<file path="src/rtl/adc_seq_pkg.sv">
package adc_seq_pkg;
  typedef enum logic [2:0] {
    PH_IDLE = 3'd0,
    PH_DIS  = 3'd1,
    PH_SAMP = 3'd2,
    PH_CONV = 3'd3,
    PH_DONE = 3'd4
  } phase_e;

  function automatic int unsigned max_u(input int unsigned a, input int unsigned b);
    return (a > b) ? a : b;
  endfunction
endpackage

</file>
<file path="src/rtl/adc_seq_timer.sv">
// Down-counter shared by all timed phases; expired marks the last cycle.
module adc_seq_timer #(
  parameter int CNT_W = 8
) (
  input  logic             clk,
  input  logic             rst_n,
  input  logic             load,
  input  logic [CNT_W-1:0] load_val,
  output logic [CNT_W-1:0] cnt,
  output logic             expired
);
  always_ff @(posedge clk or negedge rst_n) begin
    if (!rst_n)            cnt <= '0;
    else if (load)         cnt <= load_val;
    else if (cnt != '0)    cnt <= cnt - 1'b1;
  end

  assign expired = (cnt == '0);
endmodule

</file>
<file path="src/rtl/adc_seq_capture.sv">
// Captures channel and sampling length at an accepted start.
module adc_seq_capture #(
  parameter int CH_W     = 4,
  parameter int SAMP_W   = 8,
  parameter int SAMP_MIN = 2
) (
  input  logic              clk,
  input  logic              rst_n,
  input  logic              capture,
  input  logic [CH_W-1:0]   chan_in,
  input  logic [SAMP_W-1:0] samp_cyc,
  output logic [CH_W-1:0]   chan_q,
  output logic [SAMP_W-1:0] samp_m1_now,
  output logic [SAMP_W-1:0] samp_m1_q
);
  localparam logic [SAMP_W-1:0] MIN_V = SAMP_W'(SAMP_MIN);

  always_comb begin
    if (samp_cyc < MIN_V) samp_m1_now = MIN_V - 1'b1;
    else                  samp_m1_now = samp_cyc - 1'b1;
  end

  always_ff @(posedge clk or negedge rst_n) begin
    if (!rst_n) begin
      chan_q    <= '0;
      samp_m1_q <= '0;
    end else if (capture) begin
      chan_q    <= chan_in;
      samp_m1_q <= samp_m1_now;
    end
  end
endmodule

</file>
<file path="src/rtl/adc_seq_fsm.sv">
// Phase walker: idle -> [discharge] -> sample -> convert -> done.
module adc_seq_fsm
  import adc_seq_pkg::*;
#(
  parameter int CNT_W    = 8,
  parameter int DIS_W    = 8,
  parameter int SAMP_W   = 8,
  parameter int CONV_CYC = 12
) (
  input  logic              clk,
  input  logic              rst_n,
  input  logic              start,
  input  logic              dis_en,
  input  logic [DIS_W-1:0]  dis_cyc,
  input  logic [SAMP_W-1:0] samp_m1_now,
  input  logic [SAMP_W-1:0] samp_m1_q,
  input  logic              expired,
  output phase_e            phase,
  output logic              accept,
  output logic              load,
  output logic [CNT_W-1:0]  load_val
);
  phase_e           nxt;
  logic [DIS_W-1:0] dis_m1;

  assign accept = (phase == PH_IDLE) && start;
  assign dis_m1 = (dis_cyc == '0) ? '0 : dis_cyc - 1'b1;

  always_comb begin
    nxt      = phase;
    load     = 1'b0;
    load_val = '0;
    unique case (phase)
      PH_IDLE: if (start) begin
        load = 1'b1;
        if (dis_en) begin
          nxt      = PH_DIS;
          load_val = CNT_W'(dis_m1);
        end else begin
          nxt      = PH_SAMP;
          load_val = CNT_W'(samp_m1_now);
        end
      end
      PH_DIS: if (expired) begin
        nxt      = PH_SAMP;
        load     = 1'b1;
        load_val = CNT_W'(samp_m1_q);
      end
      PH_SAMP: if (expired) begin
        nxt      = PH_CONV;
        load     = 1'b1;
        load_val = CNT_W'(CONV_CYC - 1);
      end
      PH_CONV: if (expired) nxt = PH_DONE;
      PH_DONE: nxt = PH_IDLE;
      default: nxt = PH_IDLE;
    endcase
  end

  always_ff @(posedge clk or negedge rst_n) begin
    if (!rst_n) phase <= PH_IDLE;
    else        phase <= nxt;
  end
endmodule

</file>
<file path="src/rtl/adc_phase_seq.sv">
module adc_phase_seq
  import adc_seq_pkg::*;
#(
  parameter int CH_W     = 4,
  parameter int DIS_W    = 8,
  parameter int SAMP_W   = 8,
  parameter int SAMP_MIN = 2,
  parameter int CONV_CYC = 12
) (
  input  logic              clk,
  input  logic              rst_n,
  input  logic              start,
  input  logic [CH_W-1:0]   chan_in,
  input  logic              dis_en,
  input  logic [DIS_W-1:0]  dis_cyc,
  input  logic [SAMP_W-1:0] samp_cyc,
  output logic [CH_W-1:0]   chan_sel,
  output logic              lowref_sel,
  output logic              samp_en,
  output logic              conv_strobe,
  output logic              done,
  output logic              busy
);
  localparam int CONV_W = $clog2(CONV_CYC + 1);
  localparam int CNT_W  = int'(max_u(max_u(DIS_W, SAMP_W), CONV_W));

  phase_e            phase;
  logic              accept, load, expired;
  logic [CNT_W-1:0]  load_val, cnt;
  logic [SAMP_W-1:0] samp_m1_now, samp_m1_q;

  adc_seq_capture #(.CH_W(CH_W), .SAMP_W(SAMP_W), .SAMP_MIN(SAMP_MIN)) u_cap (
    .clk(clk), .rst_n(rst_n), .capture(accept), .chan_in(chan_in),
    .samp_cyc(samp_cyc), .chan_q(chan_sel), .samp_m1_now(samp_m1_now),
    .samp_m1_q(samp_m1_q)
  );

  adc_seq_fsm #(.CNT_W(CNT_W), .DIS_W(DIS_W), .SAMP_W(SAMP_W), .CONV_CYC(CONV_CYC)) u_fsm (
    .clk(clk), .rst_n(rst_n), .start(start), .dis_en(dis_en), .dis_cyc(dis_cyc),
    .samp_m1_now(samp_m1_now), .samp_m1_q(samp_m1_q), .expired(expired),
    .phase(phase), .accept(accept), .load(load), .load_val(load_val)
  );

  adc_seq_timer #(.CNT_W(CNT_W)) u_tmr (
    .clk(clk), .rst_n(rst_n), .load(load), .load_val(load_val),
    .cnt(cnt), .expired(expired)
  );

  assign busy        = (phase != PH_IDLE);
  assign lowref_sel  = (phase == PH_DIS);
  assign samp_en     = (phase == PH_SAMP);
  assign conv_strobe = (phase == PH_CONV) && (cnt == CNT_W'(CONV_CYC - 1));
  assign done        = (phase == PH_DONE);
endmodule

</file>
<file path="config.mk">
export PLATFORM = sky130hd
export DESIGN_NAME = adc_phase_seq
export DESIGN_NICKNAME = d
export VERILOG_FILES = /design/src/rtl/adc_seq_pkg.sv /design/src/rtl/adc_seq_timer.sv /design/src/rtl/adc_seq_capture.sv /design/src/rtl/adc_seq_fsm.sv /design/src/rtl/adc_phase_seq.sv
export SDC_FILE = /design/constraint.sdc
export NUM_CORES = 1
export LEC_CHECK = 0
export BUFFER_PORTS_ARGS = -buffer_cell sky130_fd_sc_hd__buf_2
export CAP_MARGIN = 20
export CORE_MARGIN = 4
export CORE_UTILIZATION = 32
export DETAILED_ROUTE_END_ITERATION = 7
export SLEW_MARGIN = 20
export SYNTH_ARGS = -nofsm -noshare
export SYNTH_HDL_FRONTEND = slang
export SYNTH_HIERARCHICAL = 1
export SYNTH_SLANG_ARGS = --single-unit
</file>
<file path="constraint.sdc">
create_clock -name clk -period 3.7 [get_ports clk]
set_clock_uncertainty 0.15 [all_clocks]
set_input_delay 0.37 -clock clk [delete_from_list [all_inputs] [get_ports clk]]
set_output_delay 0.37 -clock clk [all_outputs]
set_load 0.01 [all_outputs]
</file>
==> flow_summary.ini, run 1 <==
[route]
dr.pass1.iters = 4
avgRoutedWirePerCell_um = 14.3
drcViolationCount = 0
routed_via_density = 5.43
drt-initial-drc-count = 77
vias = 1587
drt_wl_total_um = 4170
ant_nets = 0

[global_route]
antenna_found_initial = 0
overflow = 0
grt_start_max_net_pins = 24
globalRouteTotalUtil_pct = 13.1
grt_pass1_wl_um = 6840
grt_pass1_vias = 1464

[clocking]
cts_made_buffers = 3
clk_path_buf_depth = 2
cts_tree = done
clockRootBuffer = clkbuf_8
clk_pin_slew_ps = 80
cts_resized = 0
clk_latency_ps = 260
cts_sinks = 23
htree_num_levels = 1

[logic_synthesis]
synth_enable_flop_cells = 0
synth-seq-cells = 23
synth_flop_cell = dfrtp_1
netlist_area_um2 = 1710
yosysUniqueCellTypes = 50
ys_top_cells_by_area = dfrtp_1, mux2_2, xnor2_1, nand2_1, a21oi_1
synth_top_cell_area_share_pct = 33.7
ys_warn_count = 6
ys_async_sr_fraction_pct = 100
synth_cells = 188
yosysSeqAreaShare_pct = 33.7
synth_top_area_cell = dfrtp_1
syn_avg_cell_area_um2 = 9.09
syn_nets = 216

[worst_setup_path]
arrival_ps = 2880
startpoint_type = flop
reg2reg_setup_slack_ps = 830
endpoint_kind = flop
required_ps = 3710
setup.worst_path.class = reg2reg
path_max_fanout = 7

[worst_hold_path]
hp-class = in2reg

[floorplanning]
die-height_um = 81.1
dieArea_um2 = 6570
die_x_um = 81.1
io-pin-count = 33
start_util_pct = 33.3
rows = 26
core_area_um2 = 5140

[sta]
rsz0062_at_grt = false
worstMarginPinSlew_ps = 654
setup_tns_ps = 0
finalSetupViolations = 0
slew_headroom_pct = 56.0
slew_viol_final = 0
hold_viol = 0
period_needed_ps = 2870
max_freq_ghz = 0.349
min_period_over_period_pct = 77.5

[placed_design]
gp_congestion = 0.879
dp_hpwl_um = 3290
io_buffer_count = 32

[finish]
syn_to_final_growth_pct = 17.1
fin_util_pct = 38.9
layout_commonest_cell = buf_2
n_antenna_cell = 0
layout-drive-gt1-share_pct = 23.4
final_cell_mix = buf_2, dfrtp_1, nand2_1
nNetsFinal = 251

[job]
cap_viol_max_count = 0

[power_and_ir_drop]
leakage_nw = 0.762
power_density_nw_per_um2 = 589
ir_drop_mv = 0.316

[status]
status = completed
-- stage by stage --
step	cell area (um^2)	hold slack [ps]	setup slack, ps	cells	total power [mW]
4_1_cts	2000	177	882	292	1.19
3_3_place_gp	1950	237	983	287	1.03
2_1_floorplan	1710	-75.6	1120	188	0.860
3_5_place_dp	1950	236	912	287	1.03
6_report	2000	184	834	292	1.18
5_1_grt	2000	188	595	292	1.28
-- critical path: stages (launching register included) --
cell and delay [ps]:
dfrtp_1 430, inv_1 100, ha_1 210, or3b_1 470, nor2_1 380, nand2b_1 210, nor2b_1 320, a22oi_1 120
o21ai_0 110, nor2_1 60, a221oi_1 210
-- what timing repair did --
item / in CTS / in global routing
setup buffers: 0 / 0
hold endpoints to repair: 23 / 0
setup endpoints to repair: 0 / 0
hold buffers: 1 / 0
-- registers in the layout (all words and copies together), names as in the netlist --
| register | cells |
|---|---|
| u_fsm/phase | 3 |
| u_cap/chan_q | 4 |
| u_tmr/cnt | 8 |
| u_cap/samp_m1_q | 8 |
-- where the power goes --
part | switching (mW) | leakage [nW] | internal (mW)
Clock | 0.0775 | 0.0228 | 0.0768
Combinational | 0.257 | 0.462 | 0.248
Sequential | 0.145 | 0.277 | 0.374
Total | 0.479 | 0.762 | 0.699
-- routing by layer --
metal	GRT usage, %	wire [um]	up-vias
met4	2.70	55	0
met2	22.3	1940	67
met5	0	0	-
met3	2.66	260	6
met1	17.2	1920	734
li1	-	-	780
-- layout make-up --
class                           count  area, um^2
Clock buffer                        4        45.0
Fill cell                         546        3140
Inverter                           10        37.5
Multi-Input combinational cell    150        1070
Sequential cell                    23         576
Tap cell                           70        87.6
Timing Repair Buffer               35         185
-- kinds of logic after synthesis --
family / after synthesis / share of synthesized area [%]
compound gates: 55 / 22.7
xor+xnor: 10 / 5.12
fa+ha+maj: 4 / 2.93
buf+inv: 15 / 3.66
flops: 23 / 33.7
mux: 7 / 4.61
simple gates: 74 / 27.3
-- cell usage after synthesis (5+ instances only) --
library cell	instances
inv_1	10
nor3_1	8
nor2b_1	5
o21ai_0	11
nor2_1	10
mux2_2	7
a21oi_1	11
nor3b_1	7
nand2b_1	5
dfrtp_1	23
nand2_1	15
xnor2_1	9
-- path summary, 6_finish.rpt --
| path | depth (start not counted) | end | from |
|---|---|---|---|
| max | 10 | u_tmr/cnt[5]$_DFFE_PN0P_ | u_tmr/cnt[0]$_DFFE_PN0P_ |
| min | 2 | u_cap/chan_q[0]$_DFFE_PN0P_ | chan_in[0] |
| max in group asynchronous | 2 | u_tmr/cnt[2]$_DFFE_PN0P_ | rst_n |
| min reg2reg | 1 | u_cap/chan_q[0]$_DFFE_PN0P_ | u_cap/chan_q[0]$_DFFE_PN0P_ |
| max reg2reg | 10 | u_tmr/cnt[5]$_DFFE_PN0P_ | u_tmr/cnt[0]$_DFFE_PN0P_ |
| min in group asynchronous | 2 | u_cap/chan_q[0]$_DFFE_PN0P_ | rst_n |
No activity file was read; power rests on OpenSTA's default activity.
==> run 2: changes to the inputs <==
clock period = 2.46 ns   (was 3.7 ns; I/O delays follow)
==> run 2 against run 1 <==
Net effect: sequential power is 41% higher; worst setup slack lost 630 ps; wire length up 6.3%; core utilization grew 2.6 points; critical path depth is 1 lower; global-route usage up 0.95 points; non-clock buffer count is 15 higher; clock-buffer cell count shrank 1; maximum frequency is 27% higher; via count grew 2.5%; die area unchanged; clock power rose by 64%; largest power group is now combinational cells.
==> flow_summary.ini, run 2 (synthesis gave the netlist of run 1 again) <==
[clocking]
htree_num_levels = 1
clk_latency_ps = 270
clk_path_buf_depth = 2
cts_made_buffers = 3
cts_tree = done
cts_sinks = 23
clockRootBuffer = clkbuf_8
clk_pin_slew_ps = 90

[floorplanning]
dieArea_um2 = 6570
die-height_um = 81.1
die_x_um = 81.1
io-pin-count = 33
start_util_pct = 33.3
rows = 26
core_area_um2 = 5140

[sta]
setup_tns_ps = 0
rsz0062_at_grt = false
period_needed_ps = 2250
slew_headroom_pct = 63.5
slew_viol_final = 0
min_period_over_period_pct = 91.6
hold_viol = 0
max_freq_ghz = 0.444
final.setup.worst_slack_ps = 207
finalSetupViolations = 0
worstMarginPinSlew_ps = 547

[finish]
layout-drive-gt1-share_pct = 30.4
n_antenna_cell = 0
nNetsFinal = 266
top_regs = u_cap/samp_m1_q: 8 flops, u_tmr/cnt: 8 flops, u_cap/chan_q: 4 flops
final_cell_mix = buf_2, dfrtp_1, buf_4
fin_util_pct = 41.5
syn_to_final_growth_pct = 24.9
layout_commonest_cell = buf_2

[worst_setup_path]
startpoint_type = flop
arrival_ps = 2280
endpoint_kind = flop
setup.worst_path.class = reg2reg
path_max_fanout = 6
required_ps = 2490

[route]
dr.pass1.iters = 5
drcViolationCount = 0
vias = 1627
routed_via_density = 5.30
ant_nets = 0
drt-initial-drc-count = 128
drt_wl_total_um = 4440
avgRoutedWirePerCell_um = 14.5

[power_and_ir_drop]
leakage_nw = 0.838
power_density_nw_per_um2 = 907
ir_drop_mv = 0.445

[global_route]
antenna_found_initial = 0
globalRouteTotalUtil_pct = 14.1
grt_pass1_wl_um = 7220
grt_pass1_vias = 1517
grt_start_max_net_pins = 24
overflow = 0

[status]
status = completed

[worst_hold_path]
hp-class = in2reg

[job]
cap_viol_max_count = 0

[placed_design]
gp_congestion = 0.848
dp_hpwl_um = 3500
io_buffer_count = 32
pre_cts_slack_ps = 129
-- run 2: cell types whose count changed in the layout (fill, tap and decap cells not counted) --
cell	delta
buf_4	+15
nor2_4	+1
ha_1	-1
or3b_4	+1
clkbuf_1	-1
or4_1	-1
clkinvlp_4	+1
nor2_1	-1
or3b_1	-1
or4_4	+1
ha_2	+1
-- run 2: what timing repair did --
item,4_1_cts,5_1_grt
buffers inserted,0,2
gates resized for setup,0,4
endpoints found under the hold margin,23,0
hold buffers,1,0
endpoints found under the setup margin,0,4
-- run 2: layout make-up --
| class | count | area (um^2) |
|---|---|---|
| tap | 70 | 87.6 |
| fill | 565 | 3010 |
| timing repair buffer | 50 | 298 |
| inverter | 10 | 37.5 |
| clock inverter | 1 | 7.51 |
| sequential | 23 | 576 |
| clock buffer | 3 | 41.3 |
| multi-input combinational | 150 | 1090 |
-- run 2: per-layer routing --
layer / part of all wire, % / vias to the layer above / global-route usage, %
li1: - / 813 / -
met3: 7.3 / 2 / 2.88
met5: 0 / - / 0
met1: 47 / 760 / 19.8
met2: 45 / 52 / 22.4
met4: 0.52 / 0 / 2.53
-- run 2: worst max-delay path, cell delays in order, from the launching register on --
cell	delay, ps
dfrtp_1	390
inv_1	80
ha_2	210
or3b_4	410
nor2_4	150
o21ai_0	110
a21oi_1	200
buf_4	170
a21oi_1	40
a221oi_1	270
-- run 2: final timing paths --
check | depth (start not counted) | from | slack (ps) | endpoint
max | 9 | u_tmr/cnt[0]$_DFFE_PN0P_ | 210 | u_tmr/cnt[5]$_DFFE_PN0P_
min | 2 | chan_in[1] | 50 | u_cap/chan_q[1]$_DFFE_PN0P_
max reg2reg | 9 | u_tmr/cnt[0]$_DFFE_PN0P_ | 210 | u_tmr/cnt[5]$_DFFE_PN0P_
min reg2reg | 1 | u_cap/chan_q[0]$_DFFE_PN0P_ | 360 | u_cap/chan_q[0]$_DFFE_PN0P_
max in group asynchronous | 2 | rst_n | 1460 | u_cap/samp_m1_q[4]$_DFFE_PN0P_
min in group asynchronous | 2 | rst_n | 330 | u_fsm/phase[0]$_DFFE_PN0P_
-- run 2: power by group --
part,total [mW],internal [mW],switching (mW)
sequential,0.732,0.563,0.169
combinational,0.951,0.476,0.475
clock,0.252,0.115,0.137
-- run 2: stage by stage --
step	power, mW	instances	hold WS (ps)	cell area, um^2
after CTS	1.90	305	44.9	2110
after floorplan	1.30	188	-200	1710
final	1.94	307	50.3	2130
after global placement	1.65	300	116	2050
after global routing	2.09	307	46.5	2130
after detailed placement	1.65	300	111	2050
==> run 3: changes to the inputs <==
MAX_ROUTING_LAYER = met4   (was unset)
==> run 3 against run 2 <==
Net effect: critical path depth unchanged; die area unchanged; highest routed layer unchanged; non-clock buffer count unchanged; sequential share of layout area unchanged; first-iteration DRC count increased by 5.5%; critical endpoint unchanged; worst setup slack improved by 8.1 ps; register-to-register slack about the same; maximum frequency increased by 0.36%.
==> flow_summary.ini, run 3 (synthesis gave the netlist of run 1 again) <==
[worst_setup_path]
endpoint_kind = flop
worstPathCellList = inv_1 > ha_2 > or3b_4 > nor2_4 > o21ai_0 > a21oi_1 > buf_4 > a21oi_1 > a221oi_1
path_common_cell = a21oi_1
crit_path_max_incr_delay_ps = 410
slowest_stage = or3b_4
setup.worst_path.class = reg2reg
path_max_fanout = 6
arrival_ps = 2270
cp_top_family = compound AO/OA/AOI/OAI gates
path_buf_inv = 2
required_ps = 2490
startpoint_type = flop

[worst_hold_path]
hp-class = in2reg

[clocking]
htree_num_levels = 1
clk_pin_slew_ps = 90
clk_latency_ps = 270
cts_sinks = 23
cts_made_buffers = 3
clk_path_buf_depth = 2
cts_tree = done
clockRootBuffer = clkbuf_8

[sta]
max_freq_ghz = 0.446
final.setup.worst_slack_ps = 216
rsz0062_at_grt = false
hold_viol = 0
period_needed_ps = 2240
slew_headroom_pct = 63.5
finalSetupViolations = 0
setup_tns_ps = 0
worstMarginPinSlew_ps = 548
slew_viol_final = 0
min_period_over_period_pct = 91.2

[route]
vias = 1618
drt_wl_total_um = 4460
dr.pass1.iters = 4
routed_via_density = 5.27
drcViolationCount = 0
ant_nets = 0
avgRoutedWirePerCell_um = 14.5
drt-initial-drc-count = 135

[finish]
layout-drive-gt1-share_pct = 30.4
n_antenna_cell = 0
fillerInstances = 565
seqCellArea_um2 = 576
multi_input_area_um2 = 1090
nNetsFinal = 266
top_regs = u_cap/samp_m1_q: 8 flops, u_tmr/cnt: 8 flops, u_cap/chan_q: 4 flops
layout_commonest_cell = buf_2
syn_to_final_growth_pct = 24.9
final_cell_mix = buf_2, dfrtp_1, buf_4

[floorplanning]
die_x_um = 81.1
die-height_um = 81.1
io-pin-count = 33
start_util_pct = 33.3
dieArea_um2 = 6570
rows = 26
core_area_um2 = 5140

[status]
status = completed

[global_route]
antenna_found_initial = 0
overflow = 0
grt_pass1_wl_um = 7220
grt_pass1_vias = 1519
grt_start_max_net_pins = 24
globalRouteTotalUtil_pct = 14.5

[placed_design]
dp_hpwl_um = 3500
io_buffer_count = 32
gp_congestion = 0.861
pre_cts_slack_ps = 129

[power_and_ir_drop]
power_density_nw_per_um2 = 907
leakage_nw = 0.838
ir_drop_mv = 0.445

[job]
cap_viol_max_count = 0
run 3: routing by layer:
metal | GRT usage (%) | share of wire, %
met1 | 19.8 | 49
met3 | 2.88 | 5.5
met5 | - | 0
met2 | 22.4 | 45
met4 | 2.53 | 0.52
run 3: stage by stage:
| step | total power, mW | std cells | hold slack (ps) | instance area [um^2] | util (%) |
|---|---|---|---|---|---|
| after floorplan | 1.30 | 188 | -200 | 1710 | - |
| after global placement | 1.65 | 300 | 116 | 2050 | 39.8 |
| after detailed placement | 1.65 | 300 | 111 | 2050 | 39.8 |
| after CTS | 1.90 | 305 | 44.9 | 2110 | 41.0 |
| after global routing | 2.09 | 307 | 46.5 | 2130 | 41.5 |
| final | 1.94 | 307 | 50.1 | 2130 | 41.5 |
run 3: power by group:
group	internal [mW]	leakage (nW)	switching, mW
Combinational	0.476	0.539	0.475
Clock	0.115	0.0217	0.137
Sequential	0.563	0.277	0.170
Total	1.15	0.838	0.783
run 3: cell type report:
type	instances	area share (%)
Inverter	10	1.76
Sequential cell	23	27.0
Multi-Input combinational cell	150	50.9
Timing Repair Buffer	50	14.0
Clock inverter	1	0.352
Clock buffer	3	1.93
Tap cell	70	4.10
run 3: path summary, 6_finish.rpt:
check	start	endpoint	slack (ps)	depth (start not counted)
max	u_tmr/cnt[0]$_DFFE_PN0P_	u_tmr/cnt[5]$_DFFE_PN0P_	220	9
min	chan_in[1]	u_cap/chan_q[1]$_DFFE_PN0P_	50	2
max reg2reg	u_tmr/cnt[0]$_DFFE_PN0P_	u_tmr/cnt[5]$_DFFE_PN0P_	220	9
min reg2reg	u_cap/chan_q[0]$_DFFE_PN0P_	u_cap/chan_q[0]$_DFFE_PN0P_	360	1
max in group asynchronous	rst_n	u_cap/samp_m1_q[4]$_DFFE_PN0P_	1460	2
min in group asynchronous	rst_n	u_fsm/phase[1]$_DFFE_PN0P_	330	2
run 3: repair_timing:
item	in CTS	in global routing
gates resized for setup	0	4
hold endpoints to repair	23	0
setup buffers	0	2
endpoints found under the setup margin	0	4
hold buffers	1	0
